[config.mk]
export PLATFORM = sky130hd
export DESIGN_NAME = gpio_edge_ctrl
export DESIGN_NICKNAME = d
export VERILOG_FILES = /design/src/rtl/gpio_edge_pkg.sv /design/src/rtl/gpio_edge_sync.sv /design/src/rtl/gpio_edge_sense.sv /design/src/rtl/gpio_edge_regs.sv /design/src/rtl/gpio_edge_ctrl.sv
export SDC_FILE = /design/constraint.sdc
export NUM_CORES = 1
export LEC_CHECK = 0
export BUFFER_PORTS_ARGS = -buffer_cell sky130_fd_sc_hd__clkbuf_2
export CAP_MARGIN = 0
export CELL_PAD_IN_SITES_DETAIL_PLACEMENT = 1
export CELL_PAD_IN_SITES_GLOBAL_PLACEMENT = 1
export CORE_AREA = 4 4 174 176
export DETAILED_ROUTE_END_ITERATION = 10
export DIE_AREA = 0 0 178 180
export MAX_ROUTING_LAYER = met4
export PLACE_DENSITY_LB_ADDON = 0.12
export SYNTH_ARGS = -nofsm -noshare
export SYNTH_HDL_FRONTEND = slang
export SYNTH_SLANG_ARGS = --single-unit
[constraint.sdc]
create_clock -name clk -period 1.2 [get_ports clk]
set_input_delay 0.12 -clock clk [delete_from_list [all_inputs] [get_ports clk]]
set_output_delay 0.12 -clock clk [all_outputs]
set_load 0.02 [all_outputs]
[src/rtl/gpio_edge_pkg.sv]
package gpio_edge_pkg;

    // Per-pin sense code: which transitions create an event
    typedef enum logic [1:0] {
        SNS_BOTH = 2'b00,
        SNS_RISE = 2'b01,
        SNS_FALL = 2'b10,
        SNS_OFF  = 2'b11
    } sense_e;

    // Word indices of the register file (byte offset = 4 * index)
    localparam int unsigned IX_DIR = 0;
    localparam int unsigned IX_ODE = 1;
    localparam int unsigned IX_DAT = 2;
    localparam int unsigned IX_EVT = 3;
    localparam int unsigned IX_MSK = 4;
    localparam int unsigned IX_CT1 = 5;
    localparam int unsigned IX_CT2 = 6;

endpackage

[src/rtl/gpio_edge_sync.sv]
module gpio_edge_sync #(
    parameter int DW = 32
) (
    input  logic          clk,
    input  logic          rst_n,
    input  logic [DW-1:0] pin_in,
    output logic [DW-1:0] lvl,
    output logic [DW-1:0] lvl_d
);

    logic [DW-1:0] meta;

    // two-flop synchroniser followed by a one-cycle history flop
    always_ff @(posedge clk or negedge rst_n) begin
        if (!rst_n) begin
            meta  <= '0;
            lvl   <= '0;
            lvl_d <= '0;
        end else begin
            meta  <= pin_in;
            lvl   <= meta;
            lvl_d <= lvl;
        end
    end

endmodule

[src/rtl/gpio_edge_sense.sv]
module gpio_edge_sense
    import gpio_edge_pkg::*;
#(
    parameter int DW = 32
) (
    input  logic [DW-1:0]      lvl,
    input  logic [DW-1:0]      lvl_d,
    input  logic [DW-1:0][1:0] code,
    output logic [DW-1:0]      hit
);

    for (genvar n = 0; n < DW; n++) begin : g_pin
        logic rise;
        logic fall;
        logic h;

        assign rise = lvl[n] & ~lvl_d[n];
        assign fall = ~lvl[n] & lvl_d[n];

        always_comb begin
            unique case (sense_e'(code[n]))
                SNS_BOTH: h = rise | fall;
                SNS_RISE: h = rise;
                SNS_FALL: h = fall;
                SNS_OFF:  h = 1'b0;
            endcase
        end

        assign hit[n] = h;
    end

endmodule

[src/rtl/gpio_edge_regs.sv]
module gpio_edge_regs
    import gpio_edge_pkg::*;
#(
    parameter int DW      = 32,
    parameter int AW      = 5,
    parameter bit TWO_BIT = 1'b0,
    parameter int RO_PINS = 4
) (
    input  logic               clk,
    input  logic               rst_n,
    input  logic [AW-1:0]      bus_addr,
    input  logic               bus_we,
    input  logic [DW-1:0]      bus_wdata,
    output logic [DW-1:0]      bus_rdata,
    input  logic [DW-1:0]      lvl,
    input  logic [DW-1:0]      hit,
    output logic [DW-1:0]      dir,
    output logic [DW-1:0]      od,
    output logic [DW-1:0]      dat,
    output logic [DW-1:0]      evt,
    output logic [DW-1:0]      msk,
    output logic [DW-1:0][1:0] code
);

    localparam int WW   = AW - 2;
    localparam int HALF = DW / 2;
    // pins that may drive (pin-indexed); the wide scheme locks the top pins
    localparam logic [DW-1:0] DIR_KEEP = TWO_BIT ? ({DW{1'b1}} >> RO_PINS) : {DW{1'b1}};

    // register bit 31-n <-> pin n
    function automatic logic [DW-1:0] flip(input logic [DW-1:0] v);
        logic [DW-1:0] r;
        for (int i = 0; i < DW; i++) r[i] = v[DW-1-i];
        return r;
    endfunction

    logic [WW-1:0] word;
    logic          aligned;
    logic [DW-1:0] wd;
    logic          w_dir, w_ode, w_dat, w_evt, w_msk, w_ct1, w_ct2;
    logic [DW-1:0] ctl1_q;
    logic [DW-1:0] ctl2_q;

    assign word    = bus_addr[AW-1:2];
    assign aligned = (bus_addr[1:0] == 2'b00);
    assign wd      = flip(bus_wdata);

    assign w_dir = bus_we && aligned && (word == WW'(IX_DIR));
    assign w_ode = bus_we && aligned && (word == WW'(IX_ODE));
    assign w_dat = bus_we && aligned && (word == WW'(IX_DAT));
    assign w_evt = bus_we && aligned && (word == WW'(IX_EVT));
    assign w_msk = bus_we && aligned && (word == WW'(IX_MSK));
    assign w_ct1 = bus_we && aligned && (word == WW'(IX_CT1));
    assign w_ct2 = bus_we && aligned && (word == WW'(IX_CT2));

    always_ff @(posedge clk or negedge rst_n) begin
        if (!rst_n) begin
            dir    <= '0;
            od     <= '0;
            dat    <= '0;
            evt    <= '0;
            msk    <= '0;
            ctl1_q <= '0;
        end else begin
            if (w_dir) dir    <= wd & DIR_KEEP;
            if (w_ode) od     <= wd;
            if (w_dat) dat    <= wd;
            if (w_msk) msk    <= wd;
            if (w_ct1) ctl1_q <= bus_wdata;
            // a transition in the clearing cycle wins over the clear
            evt <= (evt & ~(w_evt ? wd : '0)) | hit;
        end
    end

    if (TWO_BIT) begin : g_ctl2
        always_ff @(posedge clk or negedge rst_n) begin
            if (!rst_n)     ctl2_q <= '0;
            else if (w_ct2) ctl2_q <= bus_wdata;
        end
    end else begin : g_no_ctl2
        assign ctl2_q = '0;
    end

    // per-pin sense code from the control words
    for (genvar n = 0; n < DW; n++) begin : g_code
        if (TWO_BIT) begin : g_wide
            if (n < HALF) begin : g_lo
                assign code[n] = ctl1_q[(HALF-1-n)*2 +: 2];
            end else begin : g_hi
                assign code[n] = ctl2_q[(HALF-1-(n-HALF))*2 +: 2];
            end
        end else begin : g_narrow
            assign code[n] = ctl1_q[DW-1-n] ? SNS_FALL : SNS_BOTH;
        end
    end

    always_comb begin
        bus_rdata = '0;
        if (aligned) begin
            case (word)
                WW'(IX_DIR): bus_rdata = flip(dir);
                WW'(IX_ODE): bus_rdata = flip(od);
                WW'(IX_DAT): bus_rdata = flip((lvl & ~dir) | (dat & dir));
                WW'(IX_EVT): bus_rdata = flip(evt);
                WW'(IX_MSK): bus_rdata = flip(msk);
                WW'(IX_CT1): bus_rdata = ctl1_q;
                WW'(IX_CT2): bus_rdata = ctl2_q;
                default:     bus_rdata = '0;
            endcase
        end
    end

endmodule

[src/rtl/gpio_edge_ctrl.sv]
module gpio_edge_ctrl #(
    parameter int DW      = 32,
    parameter int AW      = 5,
    parameter bit TWO_BIT = 1'b0,
    parameter int RO_PINS = 4
) (
    input  logic          clk,
    input  logic          rst_n,
    input  logic [AW-1:0] bus_addr,
    input  logic          bus_we,
    input  logic [DW-1:0] bus_wdata,
    output logic [DW-1:0] bus_rdata,
    input  logic [DW-1:0] pin_in,
    output logic [DW-1:0] pad_out,
    output logic [DW-1:0] pad_oe,
    output logic          irq
);

    logic [DW-1:0]      lvl;
    logic [DW-1:0]      lvl_d;
    logic [DW-1:0]      hit;
    logic [DW-1:0]      dir;
    logic [DW-1:0]      od;
    logic [DW-1:0]      dat;
    logic [DW-1:0]      evt;
    logic [DW-1:0]      msk;
    logic [DW-1:0][1:0] code;

    gpio_edge_sync #(.DW(DW)) u_sync (
        .clk    (clk),
        .rst_n  (rst_n),
        .pin_in (pin_in),
        .lvl    (lvl),
        .lvl_d  (lvl_d)
    );

    gpio_edge_sense #(.DW(DW)) u_sense (
        .lvl   (lvl),
        .lvl_d (lvl_d),
        .code  (code),
        .hit   (hit)
    );

    gpio_edge_regs #(
        .DW      (DW),
        .AW      (AW),
        .TWO_BIT (TWO_BIT),
        .RO_PINS (RO_PINS)
    ) u_regs (
        .clk       (clk),
        .rst_n     (rst_n),
        .bus_addr  (bus_addr),
        .bus_we    (bus_we),
        .bus_wdata (bus_wdata),
        .bus_rdata (bus_rdata),
        .lvl       (lvl),
        .hit       (hit),
        .dir       (dir),
        .od        (od),
        .dat       (dat),
        .evt       (evt),
        .msk       (msk),
        .code      (code)
    );

    // open-drain pins only ever pull low
    assign pad_out = dat;
    assign pad_oe  = dir & ~(od & dat);
    assign irq     = |(evt & msk);

endmodule

==> impl_results.md, run 1 <==
- Status: complete, but fails checks
- Failing checks: negative setup slack
- H-tree depth: 2
- Psw: 8866 uW
- Clk pwr share: 34.6%
- Critical path's top delay family: simple AND/OR/NAND/NOR gates
- Core box area: 0.02863 sq mm
- Initial antenna violation count: 1
- P&R area growth vs syn: 59.65%
- R2r setup slk: 0.02 ns
- Via/cell ratio: 5.561
- CP startpoint kind: flip-flop
- Most frequent cell after synthesis: dfrtp_1
- Worst Hold Margin: 0.1011 ns
- DRC: 0
- Syn Area/Cell: 13.09 sq um
- Commonest cells in the synthesized netlist: 288 x dfrtp_1, 99 x nand2_1, 98 x mux2_2
- Ratio of final minimum period to clock period: 182.6%
- Die X: 178 microns
- Pin count of the biggest net entering global routing: 54
- Crit path capture type: output port
- Clock Tree Root: clkbuf_16
- CP endpoint: irq
- Mapped Area: 0.01196 sq mm
- Gp weighted congestion: 0.8015
- Number of synthesized flops with an enable pin: 0
- R2R Path Start: u_sync.lvl[16]
- DRT Wirelength: 44,470 microns
- CP bufs+invs: 2
- R2R depth: 4
- Synth area leaders: dfrtp_1 60%, mux2_2 9.2%, mux2_1 5.8%
- CTS tree: built
- Hpwl dp: 26,700 microns
- Clock transition at the registers of the reported paths: 0.06 ns
- Final Instance Area: 0.01910 sq mm
- Netlist cell types: 33
- Arr. time, crit path: 2.07 ns
- Placement Cell Area: 0.01592 sq mm
- # setup viols final: 92
- I/O Buffers: 168
- Critical path fanouts, max: 2
- RSZ-0062 raised after global routing: true
- Clock buffer depth: 3
- Synth warn: 0
- Vias: 9,905
- Fmax: 456.5 MHz
- Die ar.: 0.03204 sq mm
- Levels on crit path: 5
- Antenna-violating nets left: 0
- Share of flip-flops with an asynchronous set or reset: 100.0%
- Site Rows: 62
- CTS buffer count: 35
- Drt first-iter violations: 691
- Total Routing Usage GR: 27.30%
- DRT Pass-1 Iters: 6
- Seq/Total Area, Yosys: 60.24%
- Ratio of cells with drive above 1 in the final layout: 52.01%
- Switching Fraction: 28.93%
- Vias in the first global route: 11,110
- Gr ovfl total: 0
- Max_slew headroom: 62.39%
- Ys flop type: dfrtp_1
- Worst flop-to-flop path endpoint: u_regs.evt[16]
- Drt wl/cell: 24.97 microns
- Leak: 0.008701 uW
- Fin Clk Skew: 0.01097 ns
- Synth area leader: dfrtp_1
- CP peak stage delay: 0.58 ns
- Place WS: -0.5061 ns
- P per Cell Area: 1605 mW/mm^2
- CP cell instances: a22oi_2, buf_4, nand4_1, or4_4, buf_8
- Slowest-stage cell, CP: or4_4
- CTS Sinks: 288
- Final Hold Viols: 0
- VDD IR-drop max: 1.398 mV
- Final worst slack: -0.9908 ns
- Boundary Pins: 169
- Final net count: 1,477
- Clock latency reported for the late side of the worst-skew pair: 0.51 ns
- Crit. Startpoint: u_regs.msk[4]
- First-pass GRT wire length: 66,070 microns
- Worst path required time: 1.08 ns
- Number of register bits inferred by synthesis: 288
- Comb power frac: 25.4%
- P_int: 21,780 uW
- Pins Over Slew Limit: 0
- Maxcap violations: 0
- Hold Crit Class: in -> async
- Post-synth top area share: 60.24%
- Crit path time final: 2.191 ns
- Die height: 180 microns
- Initial core utilization: 41.79%
- Post-Synthesis Cells: 914
- Setup CP Type: reg -> out
- Synthesized Nets: 1,018
- Slew @ Worst Pin: 0.5642 ns
- Register share of total power: 40.0%
- Fin util: 66.72%
## per-layer routing
layer | vias to the layer above | share of wire (%) | track usage, %
met5 | - | 0 | -
met4 | 0 | 2.8 | 8.014
met3 | 97 | 4.5 | 3.634
met2 | 324 | 53 | 46.45
met1 | 5151 | 40 | 34.05
li1 | 4333 | - | -
## cell usage in the layout, fill, tap and decap left out, types with 6 or more instances in the layout
| cell | n |
|---|---|
| clkbuf_2 | 80 |
| mux2_2 | 70 |
| inv_1 | 32 |
| buf_6 | 109 |
| buf_8 | 30 |
| a31oi_4 | 25 |
| buf_4 | 143 |
| o21ai_0 | 31 |
| nand2_1 | 94 |
| mux2_4 | 66 |
| a21boi_2 | 13 |
| a31oi_2 | 7 |
| buf_12 | 28 |
| a22oi_1 | 16 |
| a221o_1 | 32 |
| a22oi_2 | 31 |
| clkbuf_16 | 37 |
| a21boi_4 | 18 |
| dfrtp_1 | 269 |
| clkinv_2 | 6 |
| nor2_1 | 32 |
| dfrtp_2 | 19 |
| dlygate4sd3_1 | 65 |
| ha_1 | 31 |
| mux2_1 | 24 |
| a222oi_1 | 31 |
| clkbuf_8 | 14 |
## logic make-up after synthesis
group / synth area share, %
compound gates: 13.45
mux: 15.14
flops: 60.24
fa+ha+maj: 3.347
simple gates: 5.115
buf+inv: 2.698
## worst min path at each step
stage / from / to / depth (start not counted)
finish: rst_n / u_sync.lvl_d[30] / 2
global route: rst_n / u_regs.dat[29] / 2
CTS: rst_n / u_sync.lvl_d[30] / 2
detailed placement: rst_n / u_sync.lvl_d[30] / 1
global placement: rst_n / u_sync.lvl[30] / 1
floorplan: rst_n / u_regs.ctl1_q[0] / 0
## area by class of cell
cell class              count  area (sq um)
fillers                  2662          9527
flip-flops and latches    288          7231
clock buffers              47          1013
inverters                  33         123.9
repair buffers            466          4497
well taps                 384         480.5
multi-input cells         549          5622
diodes                      1         2.502
clock inverters            13         128.9
## what timing repair did
item / in CTS / in global routing
buffers inserted: 9 / 38
hold buffers: 65 / 0
setup endpoints to repair: 97 / 99
cloned: 0 / 0
endpoints found under the hold margin: 503 / 0
pin swaps: 17 / 42
resized for setup: 202 / 224
## through the flow
step	TNS [ns]	power, uW	instances
final	-34.34	30650	1781
after detailed placement	-89.80	17950	1635
after global placement	-84.23	17710	1635
after global routing	-39.46	31950	1781
after floorplan	-10.12	14840	914
after CTS	-35.90	29680	1761
## power groups by stage
stage / Clock, uW / Combinational (uW) / Sequential, uW
finish: 10600 / 7780 / 12300
global route: 11300 / 8280 / 12400
CTS: 10700 / 6830 / 12100
floorplan: 0 / 2660 / 12200
detailed placement: 0 / 5880 / 12100
global placement: 0 / 5700 / 12000
Power figures use the tool's default switching activity.
==> inputs of run 2 (changes only) <==
Clock period 1.2 ns to 1.8 ns, I/O delays scaled along.
==> impl_results.md, run 2 (synthesized netlist as in run 1, its figures left out) <==
- Pins Over Slew Limit: 0 (unchanged)
- Vias in the first global route: 9,558 (was 11,110)
- Fmax: 443.1 MHz
- Hpwl dp: 23,360 microns (was 26,700 microns)
- Initial antenna violation count: 0 (was 1)
- CTS tree: built (unchanged)
- CTS buffer count: 34 (was 35)
- Finished Layout Cells: 1,596 (was 1,781)
- Total Routing Usage GR: 23.22% (was 27.30%)
- H-tree depth: 2 (unchanged)
- Die X: 178 microns (unchanged)
- First-pass GRT wire length: 56,700 microns (was 66,070 microns)
- Boundary Pins: 169 (unchanged)
- P per Cell Area: 1129 mW/mm^2 (was 1605 mW/mm^2)
- Setup CP Type: reg -> out (unchanged)
- Initial core utilization: 41.79% (unchanged)
- Filler cells: 2,898 (was 2,662)
- Vias: 8,845 (was 9,905)
- Worst path required time: 1.62 ns (was 1.08 ns)
- Final Instance Area: 0.01571 sq mm (was 0.01910 sq mm)
- Antenna diodes: 0 (was 1)
- Setup tns final: -0.9368 ns (was -34.34 ns)
- RSZ-0062 raised after global routing: true (unchanged)
- Crit path capture type: output port (unchanged)
- Pin count of the biggest net entering global routing: 69 (was 54)
- # setup viols final: 12 (was 92)
- Leak: 0.007163 uW (was 0.008701 uW)
- Core box area: 0.02863 sq mm (unchanged)
- Status: complete, but fails checks (unchanged)
- DRC: 0 (unchanged)
- CTS Sinks: 288 (unchanged)
- Final worst slack: -0.4568 ns (was -0.9908 ns)
- Maxcap violations: 0 (unchanged)
- Final Hold Viols: 0 (unchanged)
- Clock buffer depth: 3 (unchanged)
- Arr. time, crit path: 2.08 ns (was 2.07 ns)
- Most common cell after layout, fill and taps aside: dfrtp_1 (unchanged)
- Register area: 0.007209 sq mm (was 0.007231 sq mm)
- Die ar.: 0.03204 sq mm (unchanged)
- Failing checks: negative setup slack (unchanged)
- Gr ovfl total: 0 (unchanged)
- Ratio of final minimum period to clock period: 125.4%
- DRT Wirelength: 35,810 microns (was 44,470 microns)
- Ratio of cells with drive above 1 in the final layout: 33.58% (was 52.01%)
- CP startpoint kind: flip-flop (unchanged)
- Crit path time final: 2.257 ns
- Final net count: 1,297 (was 1,477)
- Site Rows: 62 (unchanged)
- I/O Buffers: 168 (unchanged)
- DP Cell Count: 1,477 (was 1,635)
- Drt first-iter violations: 625 (was 691)
- DRT Pass-1 Iters: 7 (was 6)
- Drt wl/cell: 22.44 microns (was 24.97 microns)
- Slew @ Worst Pin: 0.4323 ns (was 0.5642 ns)
- Placement Cell Area: 0.01379 sq mm (was 0.01592 sq mm)
- Clock Tree Root: clkbuf_16 (unchanged)
- Fin Clk Skew: 0.007487 ns (was 0.01097 ns)
- VDD IR-drop max: 0.8525 mV (was 1.398 mV)
- Most frequent cells in the layout: 286 x dfrtp_1, 138 x clkbuf_2, 98 x mux2_2 (was 269 x dfrtp_1, 143 x buf_4, 109 x buf_6)
- Multi-input logic area: 0.004573 sq mm (was 0.005622 sq mm)
- Via/cell ratio: 5.542 (was 5.561)
- Gp weighted congestion: 0.8256 (was 0.8015)
- Clock latency reported for the late side of the worst-skew pair: 0.50 ns (was 0.51 ns)
- Clock transition at the registers of the reported paths: 0.06 ns (about the same)
- Antenna-violating nets left: 0 (unchanged)
- P&R area growth vs syn: 31.36% (was 59.65%)
- Max_slew headroom: 71.18% (was 62.39%)
- Die height: 180 microns (unchanged)
- Critical path fanouts, max: 2 (unchanged)
- Hold Crit Class: in -> reg (was in -> async)
==> run 2: cell count changes in the layout (fill, tap and decap cells not counted), sizes merged <==
cell	delta
buf	-227
clkbuf	+57
dlygate4sd3	-6
clkinv	-5
clkinvlp	-4
diode	-1
inv	+1
==> run 2: path summary, 6_finish.rpt <==
kind	from	depth (start not counted)	endpoint	slack [ns]
hold reg to reg	u_sync.meta[25]	0	u_sync.lvl[25]	0.35
max in group asynchronous	rst_n	3	u_sync.lvl_d[25]	0.91
min in group asynchronous	rst_n	2	u_regs.dat[16]	0.17
setup / recovery	u_regs.msk[13]	5	irq	-0.46
hold / removal	bus_wdata[1]	2	u_regs.dat[30]	0.02
setup reg to reg	u_sync.lvl[4]	4	u_regs.evt[4]	0.66
==> run 2: power by group <==
group	switching, uW	internal (uW)
logic	1460	1290
clock network	2620	4260
registers	806	7300
total	4890	12900
==> run 2: area by class of cell <==
type	instances	area share (%)
Sequential cell	288	45.88
Multi-Input combinational cell	549	29.10
Timing Repair Buffer	287	14.04
Clock buffer	50	6.633
Tap cell	384	3.058
Inverter	33	0.7883
Clock inverter	5	0.5016
==> run 2: what timing repair did <==
action,4_1_cts,5_1_grt
cloned,0,1
hold endpoints to repair,264,0
setup buffers,3,3
gates resized for setup,25,46
pin swaps,20,16
hold buffers,59,0
setup endpoints to repair,22,34
==> run 2: worst max-delay path: stages (launching register included) <==
cell and delay [ns]:
dfrtp_1 0.39, a22oi_2 0.18, buf_4 0.14, nand4_1 0.13, or4_1 0.56, clkbuf_8 0.17
==> run 2: metrics by stage <==
step	hold WS [ns]	worst slack, ns	total power, uW	util (%)
final	0.01555	-0.4568	17740	54.90
after global routing	0.01277	-0.5183	18620	54.90
after floorplan	-0.1156	0.1112	9480	-
after global placement	0.1099	0.01544	10700	48.18
after CTS	0.0003798	-0.4939	17930	54.63
after detailed placement	0.1053	0.01745	10790	48.18
==> run 2: layer usage <==
| layer | part of all wire (%) | global-route usage [%] |
|---|---|---|
| met1 | 46 | 32.98 |
| met2 | 47 | 35.72 |
| met3 | 4.9 | 3.340 |
| met4 | 2.1 | 5.136 |
| met5 | 0 | - |
==> inputs of run 3 (changes only) <==
--- a/constraint.sdc
+++ b/constraint.sdc
@@ -3,2 +3,2 @@
 set_output_delay 0.18 -clock clk [all_outputs]
-set_load 0.02 [all_outputs]
+set_load 0.005 [all_outputs]
==> impl_results.md, run 3 (synthesized netlist as in run 1, its figures left out) <==
- Finished Layout Cells: 1,598 (was 1,596)
- Max_slew headroom: 69.20% (was 71.18%)
- R2R Path Start: u_sync.lvl[4] (unchanged)
- Die X: 178 microns (unchanged)
- Gr ovfl total: 0 (unchanged)
- Hold Crit Class: in -> reg (unchanged)
- Min-delay src: bus_wdata[6] (was bus_wdata[1])
- Most common cell after layout, fill and taps aside: dfrtp_1 (unchanged)
- Crit path capture type: output port (unchanged)
- Initial antenna violation count: 0 (unchanged)
- CTS buffer count: 35 (was 34)
- Status: complete, but fails checks (unchanged)
- Clock buffer depth: 3 (unchanged)
- Worst Hold Margin: 0.01569 ns (was 0.01555 ns)
- Drt first-iter violations: 694 (was 625)
- Fin Clk Skew: 0.01332 ns (was 0.007487 ns)
- Register share of total power: 47.4% (was 45.7%)
- VDD IR-drop max: 0.7695 mV (was 0.8525 mV)
- Setup tns final: -0.5109 ns (was -0.9368 ns)
- DRT Wirelength: 35,190 microns (was 35,810 microns)
- Fmax: 452.7 MHz (was 443.1 MHz)
- Drt wl/cell: 22.02 microns (was 22.44 microns)
- Crit. Startpoint: u_regs.msk[11] (was u_regs.msk[13])
- Filler cells: 2,899 (was 2,898)
- Vias: 8,776 (was 8,845)
- Maxcap violations: 0 (unchanged)
- Pin count of the biggest net entering global routing: 53 (was 69)
- H-tree depth: 2 (unchanged)
- Crit path time final: 2.209 ns (was 2.257 ns)
- Die height: 180 microns (unchanged)
- CTS Sinks: 288 (unchanged)
- Arr. time, crit path: 2.03 ns (was 2.08 ns)
- Fin util: 54.58% (was 54.90%)
- Clk pwr share: 38.7% (was 38.8%)
- Final worst slack: -0.4089 ns (was -0.4568 ns)
- CP startpoint kind: flip-flop (unchanged)
- Worst Hold Depth: 2 (unchanged)
- CTS tree: built (unchanged)
- Leak: 0.007107 uW (was 0.007163 uW)
- Clock latency reported for the late side of the worst-skew pair: 0.50 ns (about the same)
- I/O Buffers: 168 (unchanged)
- P per Cell Area: 1097 mW/mm^2 (was 1129 mW/mm^2)
- Slew @ Worst Pin: 0.4580 ns (was 0.4323 ns)
- DP Cell Count: 1,472 (was 1,477)
- Antenna-violating nets left: 0 (unchanged)
- Gp weighted congestion: 0.8118 (was 0.8256)
- DRC: 0 (unchanged)
- Die ar.: 0.03204 sq mm (unchanged)
- Comb power frac: 13.9% (was 15.5%)
- Critical path fanouts, max: 2 (unchanged)
- Antenna diodes: 0 (unchanged)
- R2R depth: 4 (unchanged)
- P&R area growth vs syn: 30.59% (was 31.36%)
- R2r setup slk: 0.64 ns (was 0.66 ns)
- Ratio of cells with drive above 1 in the final layout: 33.61% (was 33.58%)
- Boundary Pins: 169 (unchanged)
- First-pass GRT wire length: 55,190 microns (was 56,700 microns)
- Setup CP Type: reg -> out (unchanged)
- RSZ-0062 raised after global routing: true (unchanged)
- Failing checks: negative setup slack (unchanged)
- Site Rows: 62 (unchanged)
- Hpwl dp: 23,460 microns (was 23,360 microns)
- Via/cell ratio: 5.492 (was 5.542)
- DRT Pass-1 Iters: 6 (was 7)
- Place WS: -0.01798 ns (was 0.01745 ns)
- Total Routing Usage GR: 22.74% (was 23.22%)
- P_int: 12,680 uW (was 12,860 uW)
- Worst flop-to-flop path endpoint: u_regs.evt[4] (unchanged)
- Final Hold Viols: 0 (unchanged)
- Final net count: 1,295 (was 1,297)
- Ratio of final minimum period to clock period: 122.7% (was 125.4%)
- Vias in the first global route: 9,352 (was 9,558)
- # setup viols final: 5 (was 12)
- Switching Fraction: 25.98% (was 27.54%)
- Most frequent cells in the layout: 284 x dfrtp_1, 165 x clkbuf_2, 98 x mux2_2 (was 286 x dfrtp_1, 138 x clkbuf_2, 98 x mux2_2)
- Initial core utilization: 41.79% (unchanged)
- Psw: 4452 uW (was 4888 uW)
- Clock Tree Root: clkbuf_16 (unchanged)
- Worst path required time: 1.62 ns (about the same)
- Hold Path End: u_regs.dat[25] (was u_regs.dat[30])
- Core box area: 0.02863 sq mm (unchanged)
- Clock transition at the registers of the reported paths: 0.06 ns (about the same)
- Pins Over Slew Limit: 0 (unchanged)
==> run 3: what timing repair did <==
action | 4_1_cts | 5_1_grt
gates resized for setup | 17 | 19
pin swaps | 9 | 23
setup buffers | 5 | 4
hold endpoints to repair | 324 | 0
hold buffers | 59 | 0
setup endpoints to repair | 11 | 28
==> run 3: cell type report <==
type | count | area [sq um] | area share, %
inverters | 33 | 123.9 | 0.7929
clock inverters | 6 | 58.81 | 0.3764
flip-flops and latches | 288 | 7212 | 46.16
clock buffers | 54 | 1037 | 6.639
multi-input cells | 549 | 4582 | 29.33
repair buffers | 284 | 2128 | 13.62
well taps | 384 | 480.5 | 3.075
==> run 3: how the worst max path moves through the flow <==
| stage | slack (ns) | to |
|---|---|---|
| after global routing | -0.48 | irq |
| after floorplan | 0.30 | u_regs.od[1] |
| after detailed placement | -0.02 | irq |
| final | -0.41 | irq |
| after CTS | -0.43 | irq |
| after global placement | -0.02 | irq |
==> run 3: critical path, stage by stage (launching register included) <==
cell     delay, ns
dfrtp_1       0.40
a22oi_2       0.27
nand4_1       0.18
or4_4         0.55
buf_6         0.14
==> run 3: layer usage <==
metal,track usage (%),wire (microns),vias up
li1,-,-,3959
met1,32.03,16120,4504
met4,5.631,734,0
met3,3.403,1918,50
met5,-,0,-
met2,34.89,16410,263
==> run 3: power groups by stage <==
| stage | sequential [uW] | combinational (uW) | clock, uW |
|---|---|---|---|
| 4_1_cts | 8100 | 2400 | 6840 |
| 3_5_place_dp | 8200 | 2220 | 0 |
| 5_1_grt | 8240 | 2650 | 7140 |
| 6_report | 8120 | 2370 | 6640 |
| 3_3_place_gp | 8170 | 2150 | 0 |
| 2_1_floorplan | 7930 | 1170 | 0 |
==> run 3: metrics by stage <==
| stage | power [uW] | instance area [sq um] |
|---|---|---|
| floorplan | 9099 | 11960 |
| global placement | 10330 | 13750 |
| detailed placement | 10420 | 13750 |
| CTS | 17340 | 15560 |
| global route | 18020 | 15620 |
| finish | 17130 | 15620 |
